## src/rtl/uart_rx_pkg.sv

```systemverilog
package uart_rx_pkg;
  typedef enum logic [1:0] {ST_HUNT, ST_START, ST_DATA, ST_STOP} rx_state_t;

  function automatic logic maj3(input logic a, input logic b, input logic c);
    return (a & b) | (a & c) | (b & c);
  endfunction
endpackage

```

## src/rtl/uart_rx_sync.sv

```systemverilog
module uart_rx_sync #(
  parameter int STAGES = 2
) (
  input  logic clk,
  input  logic rst_n,
  input  logic d,
  output logic q
);
  logic [STAGES-1:0] chain;

  generate
    if (STAGES == 1) begin : g_one
      always_ff @(posedge clk or negedge rst_n)
        if (!rst_n) chain <= '0;
        else        chain <= d;
    end else begin : g_many
      always_ff @(posedge clk or negedge rst_n)
        if (!rst_n) chain <= '0;
        else        chain <= {chain[STAGES-2:0], d};
    end
  endgenerate

  assign q = chain[STAGES-1];
endmodule

```

## src/rtl/uart_rx_vote.sv

```systemverilog
module uart_rx_vote (
  input  logic clk,
  input  logic rst_n,
  input  logic tick,
  input  logic take_a,
  input  logic take_b,
  input  logic line,
  output logic vote
);
  import uart_rx_pkg::*;
  logic a_q, b_q;

  always_ff @(posedge clk or negedge rst_n) begin
    if (!rst_n) begin
      a_q <= 1'b1;
      b_q <= 1'b1;
    end else if (tick) begin
      if (take_a) a_q <= line;
      if (take_b) b_q <= line;
    end
  end

  // Third sample is the live line on the deciding tick
  assign vote = maj3(a_q, b_q, line);
endmodule

```

## src/rtl/uart_rx_ctrl.sv

```systemverilog
module uart_rx_ctrl #(
  parameter int OSR       = 16,
  parameter int DATA_BITS = 8
) (
  input  logic                 clk,
  input  logic                 rst_n,
  input  logic                 tick,
  input  logic                 line,
  input  logic                 vote,
  output logic                 take_a,
  output logic                 take_b,
  output logic                 frame_done,
  output logic                 frame_stop,
  output logic [DATA_BITS-1:0] frame_data,
  output logic                 hunting,
  output logic                 armed
);
  import uart_rx_pkg::*;

  localparam int CNT_W = $clog2(OSR);
  localparam int BIT_W = (DATA_BITS > 1) ? $clog2(DATA_BITS) : 1;
  localparam logic [CNT_W-1:0] ST_A = CNT_W'(OSR/4 - 1);
  localparam logic [CNT_W-1:0] ST_B = CNT_W'(OSR/4 + 1);
  localparam logic [CNT_W-1:0] ST_C = CNT_W'(OSR/2 - 1);
  localparam logic [CNT_W-1:0] BT_A = CNT_W'(OSR/2);
  localparam logic [CNT_W-1:0] BT_B = CNT_W'(OSR/2 + 1);
  localparam logic [CNT_W-1:0] BT_C = CNT_W'(OSR/2 + 2);
  localparam logic [CNT_W-1:0] LAST = CNT_W'(OSR - 1);
  localparam logic [BIT_W-1:0] LAST_BIT = BIT_W'(DATA_BITS - 1);

  rx_state_t              state;
  logic [CNT_W-1:0]       cnt;
  logic [BIT_W-1:0]       bit_idx;
  logic [DATA_BITS-1:0]   shreg, shifted;
  logic                   in_bit;

  assign in_bit = (state == ST_DATA) || (state == ST_STOP);

  always_comb begin
    take_a = (state == ST_START) ? (cnt == ST_A) : (in_bit && cnt == BT_A);
    take_b = (state == ST_START) ? (cnt == ST_B) : (in_bit && cnt == BT_B);
    shifted = shreg >> 1;
    shifted[DATA_BITS-1] = vote;
  end

  assign frame_done = tick && (state == ST_STOP) && (cnt == BT_C);
  assign frame_stop = vote;
  assign frame_data = shreg;
  assign hunting    = (state == ST_HUNT);

  always_ff @(posedge clk or negedge rst_n) begin
    if (!rst_n) begin
      state   <= ST_HUNT;
      cnt     <= '0;
      bit_idx <= '0;
      shreg   <= '0;
      armed   <= 1'b0;
    end else if (tick) begin
      case (state)
        ST_HUNT: begin
          if (line) armed <= 1'b1;
          else if (armed) begin
            state <= ST_START;
            cnt   <= CNT_W'(1);
            armed <= 1'b0;
          end
        end
        ST_START: begin
          cnt <= cnt + 1'b1;
          if (cnt == ST_C && vote) begin
            state <= ST_HUNT;
            cnt   <= '0;
            armed <= line;
          end else if (cnt == LAST) begin
            state   <= ST_DATA;
            cnt     <= '0;
            bit_idx <= '0;
          end
        end
        ST_DATA: begin
          cnt <= cnt + 1'b1;
          if (cnt == BT_C) shreg <= shifted;
          if (cnt == LAST) begin
            cnt <= '0;
            if (bit_idx == LAST_BIT) state <= ST_STOP;
            else bit_idx <= bit_idx + 1'b1;
          end
        end
        ST_STOP: begin
          cnt <= cnt + 1'b1;
          if (cnt == BT_C) begin
            if (vote) begin
              state <= ST_HUNT;
              cnt   <= '0;
              armed <= line;
            end else if (shreg == '0) begin
              state <= ST_HUNT;          // break: wait for idle high
              cnt   <= '0;
              armed <= 1'b0;
            end else if (!line) begin
              state <= ST_START;         // artificial start, phase kept
              armed <= 1'b0;
            end else begin
              state <= ST_HUNT;
              cnt   <= '0;
              armed <= 1'b1;
            end
          end
        end
        default: state <= ST_HUNT;
      endcase
    end
  end
endmodule

```

## src/rtl/uart_rx_flags.sv

```systemverilog
module uart_rx_flags #(
  parameter int DATA_BITS = 8
) (
  input  logic                 clk,
  input  logic                 rst_n,
  input  logic                 done,
  input  logic                 stop_bit,
  input  logic [DATA_BITS-1:0] data_in,
  input  logic                 rd_clr,
  output logic [DATA_BITS-1:0] data_out,
  output logic                 full,
  output logic                 ferr
);
  always_ff @(posedge clk or negedge rst_n) begin
    if (!rst_n) begin
      data_out <= '0;
      full     <= 1'b0;
      ferr     <= 1'b0;
    end else if (done) begin
      data_out <= data_in;
      full     <= 1'b1;
      ferr     <= !stop_bit;
    end else if (rd_clr) begin
      full <= 1'b0;
      ferr <= 1'b0;
    end
  end
endmodule

```

## src/rtl/uart_rx_resync.sv

```systemverilog
module uart_rx_resync #(
  parameter int OSR         = 16,
  parameter int DATA_BITS   = 8,
  parameter int SYNC_STAGES = 2
) (
  input  logic                 clk,
  input  logic                 rst_n,
  input  logic                 serial_in,
  input  logic                 sample_en,
  input  logic                 rd_clr,
  output logic [DATA_BITS-1:0] rx_data,
  output logic                 rdrf,
  output logic                 fe
);
  logic                 line, vote, take_a, take_b;
  logic                 frame_done, frame_stop, hunting, armed;
  logic [DATA_BITS-1:0] frame_data;

  uart_rx_sync #(.STAGES(SYNC_STAGES)) u_sync (
    .clk(clk), .rst_n(rst_n), .d(serial_in), .q(line)
  );

  uart_rx_vote u_vote (
    .clk(clk), .rst_n(rst_n), .tick(sample_en), .take_a(take_a),
    .take_b(take_b), .line(line), .vote(vote)
  );

  uart_rx_ctrl #(.OSR(OSR), .DATA_BITS(DATA_BITS)) u_ctrl (
    .clk(clk), .rst_n(rst_n), .tick(sample_en), .line(line), .vote(vote),
    .take_a(take_a), .take_b(take_b), .frame_done(frame_done),
    .frame_stop(frame_stop), .frame_data(frame_data), .hunting(hunting),
    .armed(armed)
  );

  uart_rx_flags #(.DATA_BITS(DATA_BITS)) u_flags (
    .clk(clk), .rst_n(rst_n), .done(frame_done), .stop_bit(frame_stop),
    .data_in(frame_data), .rd_clr(rd_clr), .data_out(rx_data),
    .full(rdrf), .ferr(fe)
  );
endmodule

```

## config.mk

```make
export PLATFORM = sky130hd
export DESIGN_NAME = uart_rx_resync
export DESIGN_NICKNAME = d
export VERILOG_FILES = /design/src/rtl/uart_rx_pkg.sv /design/src/rtl/uart_rx_sync.sv /design/src/rtl/uart_rx_vote.sv /design/src/rtl/uart_rx_ctrl.sv /design/src/rtl/uart_rx_flags.sv /design/src/rtl/uart_rx_resync.sv
export SDC_FILE = /design/constraint.sdc
export NUM_CORES = 1
export LEC_CHECK = 0
export ABC_AREA = 1
export BUFFER_PORTS_ARGS = -buffer_cell sky130_fd_sc_hd__clkbuf_2
export CORE_AREA = 2 2 66 52
export CTS_BUF_LIST = sky130_fd_sc_hd__clkbuf_2
export DETAILED_ROUTE_END_ITERATION = 10
export DIE_AREA = 0 0 68 54
export HOLD_SLACK_MARGIN = 0.1
export PLACE_DENSITY_LB_ADDON = 0.3
export SLEW_MARGIN = 20
export SYNTH_ARGS = -nofsm -noshare
export SYNTH_HDL_FRONTEND = slang
export SYNTH_SLANG_ARGS = --single-unit
```

## constraint.sdc

```tcl
create_clock -name clk -period 2 [get_ports clk]
set_input_delay 0.3 -clock clk [delete_from_list [all_inputs] [get_ports clk]]
set_output_delay 0.3 -clock clk [all_outputs]
set_load 0.05 [all_outputs]
```

Word-level counts from Yosys, hierarchy flattened
Cells that the tools add are included.

Register bits: 32. Latch bits: 0. Bits in writable memories: 0. Bits in read-only memories: 0. Output and inout bits: 10. Word-level logic and storage cells: 94. Memories kept: 0.

$add $sub $neg: 2. $mul: 0. Div/mod/pow operators: 0. Magnitude comparators: 0. Equal/unequal tests: 21. Shifts and indexed selects: 0. Multiplexer cells: 36. Bitwise operators: 5. Reductions and logical operators: 19.

Operators with widths (count): two-way mux 4 bit (8); two-way mux 2 bit (9); equality test 4 bit (second input constant) (4); inequality test 2 bit (second input constant) (8); case mux 4 bit (4 select lines) (1); two-way mux 3 bit (4); two-way mux 1 bit (11); equality test 4 x 3 -> 1 bit (second input constant) (2); logical NOT 8 bit (1); case mux 2 bit (4 select lines) (1); AND reduction 7 bit (1); case mux 3 bit (2 select lines) (1); AND reduction 3 bit (2); AND reduction 6 bit (1); logical AND 1 bit (5); adder 4 x 1 -> 4 bit (second input constant) (1); equality test 2 bit (second input constant) (2); equality test 4 x 2 -> 1 bit (second input constant) (1); AND reduction 2 bit (2); AND reduction 4 bit (1); nonzero test 2 bit (2); adder 3 x 1 -> 3 bit (second input constant) (1); bitwise AND 1 bit (3); equality test 3 bit (second input constant) (1); 9 further kinds (10).

Logic depth before layout (Yosys ltp)
Depth after elaboration: 6. Gate-level depth with buffers: 10.

Cells and area by module
A second synthesis with hierarchy kept.

Cells, all modules: 194. Area total of the unflattened synthesis: 1595.3 um2.

By module, submodules not included: uart_rx_ctrl (instances 1, cells each 135, area each 1054.8 um2); uart_rx_flags (instances 1, cells each 43, area each 389.1 um2); uart_rx_vote (instances 1, cells each 14, area each 101.3 um2); uart_rx_sync (instances 1, cells each 2, area each 50.0 um2).

Least setup slack after synthesis
Ideal clock, no wire load.

Path kind: flip-flop to flip-flop. Start: register u_ctrl.state[0]. End: register u_ctrl.bit_idx[0]. Setup time: 0.119 ns. Arrival time: 1.425 ns. Data required time: 1.881 ns. Setup slack: 0.456 ns. Cell stages (with the launch flop): 9. Buffers on the path: 0. Period minus slack after synthesis: 1.544 ns. Cell sequence: dfrtp_1 inv_1 ha_1 inv_1 nor2_2 o21ai_2 nor2_4 o21ai_0 o21a_1.

Word-level cells in the longest chain between the ends: 3. Elaborated cells on any way between the ends: 9.

Ends and longest elaborated chain: start: declaration (line uart_rx_ctrl.sv:31) `rx_state_t state;`; start signal: assignment (line uart_rx_ctrl.sv:53) `state <= ST_HUNT;`; start signal: assignment (line uart_rx_ctrl.sv:63) `state <= ST_START;`; start signal: assignment (line uart_rx_ctrl.sv:71) `state <= ST_HUNT;`; equality test 2 x 1 -> 1 bit / equality test 2 bit (equally long branches) (line uart_rx_ctrl.sv:59) `case (state)`; inequality test 2 bit (no line) / nonzero test 2 bit (equally long branches); AND reduction 6 bit (no line); end signal: assignment (line uart_rx_ctrl.sv:86) `else bit_idx <= bit_idx + 1'b1;`; end: declaration (line uart_rx_ctrl.sv:33) `logic [BIT_W-1:0] bit_idx;`.

Parallel ways exist; a longest one is shown, timed or not. A chain may end at the register's enable or synchronous reset.

Worst setup path in the final report
Same ends and word-level chain as after synthesis.

==> impl_metrics.toml <==
[timing]
finalMaxSlewViolations = 0
setup_viol = 0
finalHoldViolCount = 0
period_share_pct = 88.8
relSlewSlack_pct = 48.7
worst_slack_ns = 0.224
fin_worst_skew_ns = 0.0288
rsz0062_at_grt = "no"
worst_slew_pin_slew_ns = 0.769
max_freq_ghz = 0.563
setup_tns_ns = 0
finalCriticalPeriod_ns = 1.78

[placed_design]
dp_slack_ns = 0.227
portBuffers = 14
placed_area_um2 = 1850
hpwl_mm = 2.47
gp_congestion = 0.918

[clock_tree]
clkTransAtPathRegs_ns = 0.18
cts_buffer_depth = 2
cts_max_level = 2
cts_root_buffer = "clkbuf_2"
clk_latency_ns = 0.38
cts.sinks = 32
post_cts_buffers = 0
cts_buffers = 5
cts_tree = "yes"

[layout]
layout-drive-gt1-share_pct = 24.0
post-route-util_pct = 61.3
final_common_cell = "nand2_1"
layout_common_cells = "nand2_1 (48), dfrtp_1 (30), inv_1 (26)"
final_area_um2 = 1910
area_growth_pct = 8.32
layout.nets = 232
antenna_cells = 0
fillers = 280

[yosys]
synth_xor_xnor_area_share_pct = 0.996
ys_top_cells_by_area = "dfrtp_1 (43%), nand2_1 (10%), o21ai_2 (9.0%)"
synth_warnings = 0
syn_area_um2 = 1760
synth_simple_gate_area_share_pct = 23.3
ys_ff_latch = 32
avgSynthCellArea_um2 = 8.98
synth_fa_ha_area_share_pct = 7.82
synth.top_cell.area_share_pct = 42.7
synth_top_family_by_area = "simple AND/OR/NAND/NOR gates"
synth_top_area_cell = "dfrtp_1"
syn-instance-count = 196
syn_nets = 212
synth_compound_area_share_pct = 13.9
synthMuxAreaShare_pct = 0.853
seq_area_frac_synth_pct = 45.7
synth.distinct_cells = 24

[critical_path]
required_ns = 2.26
criticalPathCategory = "register to register"
rrSetupSlack_ns = 0.22
path_cells = "inv_1 -> ha_2 -> inv_1 -> nor2_2 -> o21ai_2 -> nor2_4 -> o21ai_0 -> o21a_1"
path_buf_inv = 2
cp.arrival_ns = 2.03
r2r_start = "u_ctrl.state[0]"
path_max_fanout = 7
crit_top_cell = "inv_1"
worst_setup_path_end_kind = "register"
cp_slowest_cell = "dfrtp_1"
path_delay_family = "flip-flops"
reg2reg_depth = 8
r2r_end = "u_ctrl.bit_idx[0]"
critical-path-max-stage-delay_ns = 0.49
cp-start-kind = "register"

[route]
drcViolationCount = 0
via_per_inst = 5.32
drtAntennaViolNets = 0
drt_wl_total_mm = 3.25
num_vias = 1368
wl_per_cell_um = 12.6
drt-initial-drc-count = 61
dr.pass1.iters = 4

[grt]
antenna_found_initial = 0
grt_pass1_wl_mm = 5.45
grt_pass1_vias = 1294
grt_overflow = 0
grt_max_degree = 33
grt_usage_pct = 20.6

[power_and_ir_drop]
leakagePower_uw = 0.000975
p_per_area_nw_per_um2 = 929
ir_drop_uv = 631

[floorplanning]
die_w_um = 68
fp.dieH_um = 54
die_area_um2 = 3670
num_rows = 18
core_area_um2 = 3110
initial_core_util_pct = 56.6
io_pins = 15

[worst_hold_path]
whs_endpoint = "u_flags.full"
holdPathStages = 4
worstHoldPathType = "primary input to register"
hold_start = "rd_clr"

[run]
maxCapViolCount = 0

[run_status]
status = "finished, final reports clean"
==> layout make-up <==
class / instances / area, um2 / share of cell area, %
clock buffers: 6 / 30.0 / 1.58
clock inverters: 2 / 7.51 / 0.394
inverters: 26 / 97.6 / 5.12
multi-input cells: 135 / 827 / 43.4
flip-flops and latches: 32 / 803 / 42.2
well taps: 40 / 50.0 / 2.63
repair buffers: 16 / 90.1 / 4.73
==> cell families after synthesis <==
kind of cell,Yosys count
xor gates and xnor gates,2
and+or+nand+nor,87
AOI/OAI and AO/OA,34
DFF,32
adders and majority gates,11
muxes,1
buffers and inverters,29
==> stage by stage <==
stage	instances	hold WS (ns)	power [uW]
after global placement	247	0.340	1430
final	257	0.142	1770
after detailed placement	247	0.343	1470
after CTS	257	0.145	1770
after global routing	257	0.136	1900
after floorplan	196	0.00441	1310
==> power by group <==
part / switching, uW / internal, uW / total, uW
sequential: 80.3 / 730 / 810
clock: 210 / 84.1 / 294
combinational: 444 / 221 / 665
==> metal layers <==
| metal | part of all wire, % | vias up | GRT usage (%) | wire (um) |
|---|---|---|---|---|
| met3 | 4.8 | 7 | 6.49 | 155 |
| li1 | - | 674 | - | - |
| met1 | 46 | 651 | 25.4 | 1500 |
| met4 | 1.2 | 0 | 6.00 | 39 |
| met5 | 0 | - | 0 | 0 |
| met2 | 48 | 36 | 34.8 | 1550 |
==> flip-flops by register name, indices dropped and copies added (netlist names), named ones only <==
register,cells
u_vote.b_q,1
u_ctrl.bit_idx,3
u_ctrl.frame_data,8
u_flags.data_out,8
u_ctrl.armed,1
u_ctrl.state,1
u_sync.chain,2
u_flags.full,1
u_vote.a_q,1
u_ctrl.cnt,4
u_flags.ferr,1
==> worst register-to-register path, cell delays in order, from the launching register on <==
cell and delay [ns]:
dfrtp_1 0.49, inv_1 0.17, ha_2 0.26, inv_1 0.10, nor2_2 0.18, o21ai_2 0.12, nor2_4 0.11, o21ai_0 0.10
o21a_1 0.11
==> synthesized netlist by cell type (all sizes together) <==
cell type and count:
o21ai 28, nand4 3, dfstp 2, a21oi 3, xor2 2, dfrtp 30, nand3b 1, nand2 52
ha 11, o21a 1, mux2 1, nor3 1, o211ai 1, nor2 13, inv 26, o31ai 1
buf 3, nand3 17
==> how the worst max path moves through the flow <==
| stage | start | slack [ns] | cells past startpoint | end |
|---|---|---|---|---|
| final | u_ctrl.state[0] | 0.22 | 8 | u_ctrl.bit_idx[0] |
| after global routing | u_ctrl.state[0] | 0.05 | 8 | u_ctrl.bit_idx[0] |
| after CTS | u_ctrl.state[0] | 0.17 | 8 | u_ctrl.bit_idx[0] |
| after detailed placement | u_ctrl.state[0] | 0.23 | 8 | u_ctrl.bit_idx[0] |
| after global placement | u_ctrl.state[0] | 0.35 | 8 | u_ctrl.bit_idx[0] |
| after floorplan | u_ctrl.state[0] | 0.46 | 8 | u_ctrl.bit_idx[0] |
==> repair_timing <==
item	4_1_cts	5_1_grt
resized for setup	0	1
hold endpoints to repair	31	0
hold buffers	2	0
endpoints found under the setup margin	0	1
Power figures use the tool's default switching activity.
